**config.mk**
```make
export PLATFORM = sky130hd
export DESIGN_NAME = disp_mux2_drv
export DESIGN_NICKNAME = d
export VERILOG_FILES = /design/src/rtl/disp_mux2_pkg.sv /design/src/rtl/disp_refresh_timer.sv /design/src/rtl/disp_digit_scan.sv /design/src/rtl/disp_seg_decoder.sv /design/src/rtl/disp_mux2_drv.sv
export SDC_FILE = /design/constraint.sdc
export NUM_CORES = 1
export LEC_CHECK = 0
export BUFFER_PORTS_ARGS = -buffer_cell sky130_fd_sc_hd__buf_2
export CAP_MARGIN = 20
export CORE_UTILIZATION = 60
export CTS_CLUSTER_DIAMETER = 40
export DETAILED_ROUTE_END_ITERATION = 7
export PLACE_DENSITY = 0.83
export SLEW_MARGIN = 20
export SYNTH_ARGS = -nofsm -noshare
export SYNTH_HDL_FRONTEND = slang
export SYNTH_SLANG_ARGS = --single-unit
```
**constraint.sdc**
```tcl
create_clock -name clk -period 3 [get_ports clk]
set_input_delay 0.15 -clock clk [delete_from_list [all_inputs] [get_ports clk]]
set_output_delay 0.15 -clock clk [all_outputs]
set_load 0.05 [all_outputs]
```
**src/rtl/disp_mux2_pkg.sv**
```systemverilog
package disp_mux2_pkg;
  localparam int SEG_W = 7;
  localparam int BCD_W = 4;
  localparam int POS_N = 4;

  typedef logic [SEG_W-1:0] seg_t;
  typedef logic [BCD_W-1:0] bcd_t;
  typedef logic [POS_N-1:0] pos_t;

  localparam seg_t SEG_DARK   = '1;
  localparam pos_t EN_NONE    = '1;
  localparam pos_t EN_UNITS   = 4'b1110;
  localparam pos_t EN_TENS    = 4'b1101;

  // Active-low pattern, bit 0 = segment a ... bit 6 = segment g.
  function automatic seg_t bcd_to_seg(input bcd_t v);
    seg_t lit;
    case (v)
      4'd0: lit = 7'b0111111;
      4'd1: lit = 7'b0000110;
      4'd2: lit = 7'b1011011;
      4'd3: lit = 7'b1001111;
      4'd4: lit = 7'b1100110;
      4'd5: lit = 7'b1101101;
      4'd6: lit = 7'b1111101;
      4'd7: lit = 7'b0000111;
      4'd8: lit = 7'b1111111;
      4'd9: lit = 7'b1101111;
      default: lit = 7'b0000000;
    endcase
    return ~lit;
  endfunction
endpackage

```
**src/rtl/disp_refresh_timer.sv**
```systemverilog
module disp_refresh_timer #(
  parameter int TICK_CYCLES = 100000
) (
  input  logic clk,
  input  logic rst_n,
  output logic tick
);
  localparam int CNT_W = (TICK_CYCLES > 1) ? $clog2(TICK_CYCLES) : 1;
  localparam logic [CNT_W-1:0] LAST = CNT_W'(TICK_CYCLES - 1);

  logic [CNT_W-1:0] cnt_q;

  assign tick = (cnt_q == LAST);

  always_ff @(posedge clk or negedge rst_n) begin
    if (!rst_n)    cnt_q <= '0;
    else if (tick) cnt_q <= '0;
    else           cnt_q <= cnt_q + 1'b1;
  end

  // ticks are spaced, never on consecutive cycles
  p_tick_spaced_r7: assert property (@(posedge clk) disable iff (!rst_n)
    tick |=> !tick);
endmodule

```
**src/rtl/disp_digit_scan.sv**
```systemverilog
module disp_digit_scan (
  input  logic clk,
  input  logic rst_n,
  input  logic tick,
  output logic sel_tens
);
  always_ff @(posedge clk or negedge rst_n) begin
    if (!rst_n)    sel_tens <= 1'b0;
    else if (tick) sel_tens <= ~sel_tens;
  end

  // select swaps on a tick and holds otherwise
  p_swap_on_tick_r7: assert property (@(posedge clk) disable iff (!rst_n)
    tick |=> (sel_tens != $past(sel_tens)));
  p_hold_between_r7: assert property (@(posedge clk) disable iff (!rst_n)
    !tick |=> $stable(sel_tens));
endmodule

```
**src/rtl/disp_seg_decoder.sv**
```systemverilog
module disp_seg_decoder
  import disp_mux2_pkg::*;
(
  input  bcd_t value,
  output seg_t seg_n
);
  assign seg_n = bcd_to_seg(value);
endmodule

```
**src/rtl/disp_mux2_drv.sv**
```systemverilog
module disp_mux2_drv
  import disp_mux2_pkg::*;
#(
  parameter int TICK_CYCLES = 100000
) (
  input  logic       clk,
  input  logic       rst_n,
  input  logic [3:0] tens_bcd,
  input  logic [3:0] units_bcd,
  output logic [6:0] seg_n,
  output logic [3:0] dig_en_n
);
  localparam int NDIG = 2;

  logic tick;
  logic sel_tens;
  bcd_t digit_val [NDIG];
  seg_t digit_seg [NDIG];

  assign digit_val[0] = units_bcd;
  assign digit_val[1] = tens_bcd;

  disp_refresh_timer #(.TICK_CYCLES(TICK_CYCLES)) timer_i (
    .clk(clk), .rst_n(rst_n), .tick(tick)
  );

  disp_digit_scan scan_i (
    .clk(clk), .rst_n(rst_n), .tick(tick), .sel_tens(sel_tens)
  );

  for (genvar g = 0; g < NDIG; g++) begin : g_dec
    disp_seg_decoder dec_i (.value(digit_val[g]), .seg_n(digit_seg[g]));
  end

  // One register drives both buses so they always change together.
  always_ff @(posedge clk or negedge rst_n) begin
    if (!rst_n) begin
      dig_en_n <= EN_NONE;
      seg_n    <= SEG_DARK;
    end else begin
      dig_en_n <= sel_tens ? EN_TENS : EN_UNITS;
      seg_n    <= digit_seg[sel_tens];
    end
  end

  // never more than one position enabled
  p_one_position_r2: assert property (@(posedge clk) disable iff (!rst_n)
    $onehot0(~dig_en_n));
  // left two positions stay dark
  p_left_dark_r3: assert property (@(posedge clk) disable iff (!rst_n)
    dig_en_n[3:2] == 2'b11);
  // out-of-range units value blanks the bus on its position
  p_units_blank_r6: assert property (@(posedge clk) disable iff (!rst_n)
    (dig_en_n == EN_UNITS && $past(units_bcd) > 4'd9) |-> seg_n == SEG_DARK);
  // out-of-range tens value blanks the bus on its position
  p_tens_blank_r6: assert property (@(posedge clk) disable iff (!rst_n)
    (dig_en_n == EN_TENS && $past(tens_bcd) > 4'd9) |-> seg_n == SEG_DARK);
endmodule

```
==> impl_metrics.env <==
export IMPL_status="complete, no violations"
export IMPL_synthCells=154
export IMPL_max_freq_ghz=0.554
export IMPL_clk_path_buf_depth=2
export IMPL_initial_core_util_pct=65.5
export IMPL_grt_pass1_wl_mm=4.44
export IMPL_grt_use_total_pct=23.0
export IMPL_cpMaxStageDelayCell="or4b_1"
export IMPL_wl_per_cell_um=13.4
export IMPL_firstDrtPassIters=4
export IMPL_syn_area_per_cell_um2=9.77
export IMPL_final_area_um2=1630
export IMPL_path_max_fanout=10
export IMPL_fin_crit_sh_pct=60.1
export IMPL_p_total_mw=0.644
export IMPL_diodes=0
export IMPL_seq_area_frac_synth_pct=45.7
export IMPL_post_cts_resized=0
export IMPL_synth_top_area_cell="dfrtp_1"
export IMPL_numCtsBuffers=3
export IMPL_crit_path_end_kind="register"
export IMPL_die_h_um=52.1
export IMPL_grt_max_degree=28
export IMPL_synth_area_leaders="dfrtp_1, dfstp_2, ha_1"
export IMPL_drc=0
export IMPL_gp_congestion=0.856
export IMPL_dpl_cell_area_um2=1590
export IMPL_hold_violations=0
export IMPL_io_buffers=18
export IMPL_tns_ns=0
export IMPL_hpwlAfterDp_mm=2.01
export IMPL_setup_violations_final=0
export IMPL_cts_tree="yes"
export IMPL_postRouteAntennaNets=0
export IMPL_yosys_cell_types_count=34
export IMPL_critPathMaxStageDelay_ns=0.51
export IMPL_power_switching_mw=0.184
export IMPL_hold_path_class="in -> reg"
export IMPL_p_clk_share_pct=25.4
export IMPL_hold_buffers=1
export IMPL_grt_overflow=0
export IMPL_viasPerCell=5.74
export IMPL_post_cts_buffers=0
export IMPL_clk_pin_slew_ns=0.15
export IMPL_ir_drop_mv=0.320
export IMPL_clock_root_buffer="clkbuf_4"
export IMPL_critical_path_class="reg -> reg"
export IMPL_synth_top_area_share_pct=30.0
export IMPL_fillers=177
export IMPL_switching_share_pct=28.6
export IMPL_die_x_um=52.1
export IMPL_grt_setup_unrepaired="false"
export IMPL_power_density_nw_per_um2=395
export IMPL_layout_cells_non_filler=198
export IMPL_power_frac_seq_pct=58.9
export IMPL_crit_chain="or4b_1 > nor4_1 > and4_1 > xnor2_1"
export IMPL_leakagePower_nw=0.717
export IMPL_place_ws_ns=1.19
export IMPL_clock_latency_ns=0.33
export IMPL_synth_area_um2=1500
export IMPL_intPower_mw=0.460
export IMPL_required_ns=3.26
export IMPL_pwr_share_comb_pct=15.6
export IMPL_die_area_um2=2710
export IMPL_drive_above_1_share_pct=19.4
export IMPL_syn_to_final_growth_pct=8.32
export IMPL_final_min_clock_period_ns=1.80
export IMPL_via_count=1136
export IMPL_cp_start_kind="register"
export IMPL_ys_seq_elements=27
export IMPL_coreArea_um2=2300
export IMPL_cts_sinks=27
export IMPL_antenna_found_initial=0
export IMPL_maxCapViolCount=0
export IMPL_max_slew_margin_pct=63.3
export IMPL_skew_ns=0.00848
export IMPL_tightest_slew_ns=0.550
export IMPL_dr_first_iter_drc_count=25
export IMPL_grt_pass1_vias=1060
export IMPL_num_io_pins=21
export IMPL_setup_ws_ns=1.20
export IMPL_final_max_slew_violation_count=0
export IMPL_finalNetCount=192
export IMPL_wl_mm=2.65
export IMPL_num_rows=17
export IMPL_ctsHtreeMaxLevel=1
export IMPL_final_cell_mix="buf_2, dfrtp_1, xnor2_1, nor2_1"
export IMPL_yosys_warnings=0
export IMPL_crit_arrival_ns=2.07
export IMPL_dp_cells=193
-- cells by family (layout without fill, tap and decap cells) --
group                    count (synthesis)  after routing  synth area share (%)
XOR/XNOR                                18             18                  10.5
AO/OA/AOI/OAI                           25             25                  9.90
other                                    1              2                 0.249
flip-flops                              27             27                  45.7
buffers and inverters                   18             33                  5.49
adder cells (fa/ha/maj)                 11             11                  9.15
AND/OR/NAND/NOR                         54             54                  19.1
-- critical path: cells and delay by family, from the launching register on --
kind,cells,cell delay [ns]
simple gates,3,1.10
xor+xnor,1,0.17
flops,1,0.46
-- metal layers --
layer	part of all wire, %	GRT usage (%)	routed length (µm)
met1	41	24.3	1090
met2	52	42.7	1390
met3	3.3	3.51	87
met4	3.1	12.6	82
met5	0	0	0
-- final cells by class --
type | instances | area [µm²] | area share [%]
clock buffer | 3 | 22.5 | 1.38
multi-input combinational | 110 | 738 | 45.3
timing repair buffer | 19 | 100 | 6.14
inverter | 10 | 37.5 | 2.30
tap | 28 | 35.0 | 2.15
clock inverter | 1 | 8.76 | 0.538
sequential | 27 | 687 | 42.2
-- state kept, by name (all words and copies together), names as in the netlist --
name and cells:
dig_en_n 2, scan_i.sel_tens 1, seg_n 7, timer_i.cnt_q 17
-- synth_stat cells --
library cell / instances
nand4_1: 5
o221ai_1: 2
a21boi_0: 1
o21ai_0: 8
a21oi_1: 8
ha_1: 11
and4_1: 3
or3_1: 1
xor2_1: 4
conb_1: 1
nor2_1: 13
dfrtp_1: 18
nor3b_1: 1
buf_4: 2
and4bb_2: 1
o21bai_1: 1
nor2b_1: 1
or2_2: 1
a2bb2oi_1: 1
a31oi_1: 2
clkbuf_1: 5
and3_1: 1
nor3_1: 3
dfstp_2: 9
or4b_1: 1
o22a_1: 1
nand2b_1: 4
inv_1: 10
o22ai_1: 1
xnor2_1: 14
nor4_1: 3
nand3_1: 5
nand2_1: 11
buf_6: 1
-- power by group through the flow --
stage / Combinational [mW] / Sequential [mW] / Clock (mW)
final: 0.101 / 0.380 / 0.164
after global routing: 0.111 / 0.381 / 0.187
after CTS: 0.101 / 0.380 / 0.168
after detailed placement: 0.100 / 0.386 / 0
after global placement: 0.0974 / 0.386 / 0
after floorplan: 0.0408 / 0.418 / 0
-- metrics by stage --
stage,hold WS (ns),util [%]
floorplan,-0.146,-
finish,0.114,70.9
CTS,0.106,70.9
global route,0.127,70.9
global placement,0.165,69.1
detailed placement,0.169,69.1
-- worst paths after layout --
check                                            startpoint                     endpoint  slack [ns]  depth (start not counted)
worst max register to register   timer_i.cnt_q[5]$_DFF_PN0_  scan_i.sel_tens$_DFFE_PN0N_        1.20                          4
min in group asynchronous                             rst_n   timer_i.cnt_q[7]$_DFF_PN0_        0.31                          2
max in group asynchronous                             rst_n           seg_n[1]$_DFF_PN1_        2.31                          2
worst min register to register  scan_i.sel_tens$_DFFE_PN0N_        dig_en_n[0]$_DFF_PN1_        0.54                          0
worst min-delay path                           units_bcd[2]           seg_n[1]$_DFF_PN1_        0.11                          3
worst max-delay path             timer_i.cnt_q[5]$_DFF_PN0_  scan_i.sel_tens$_DFFE_PN0N_        1.20                          4
Note: power is estimated with default switching activity, not from simulation.
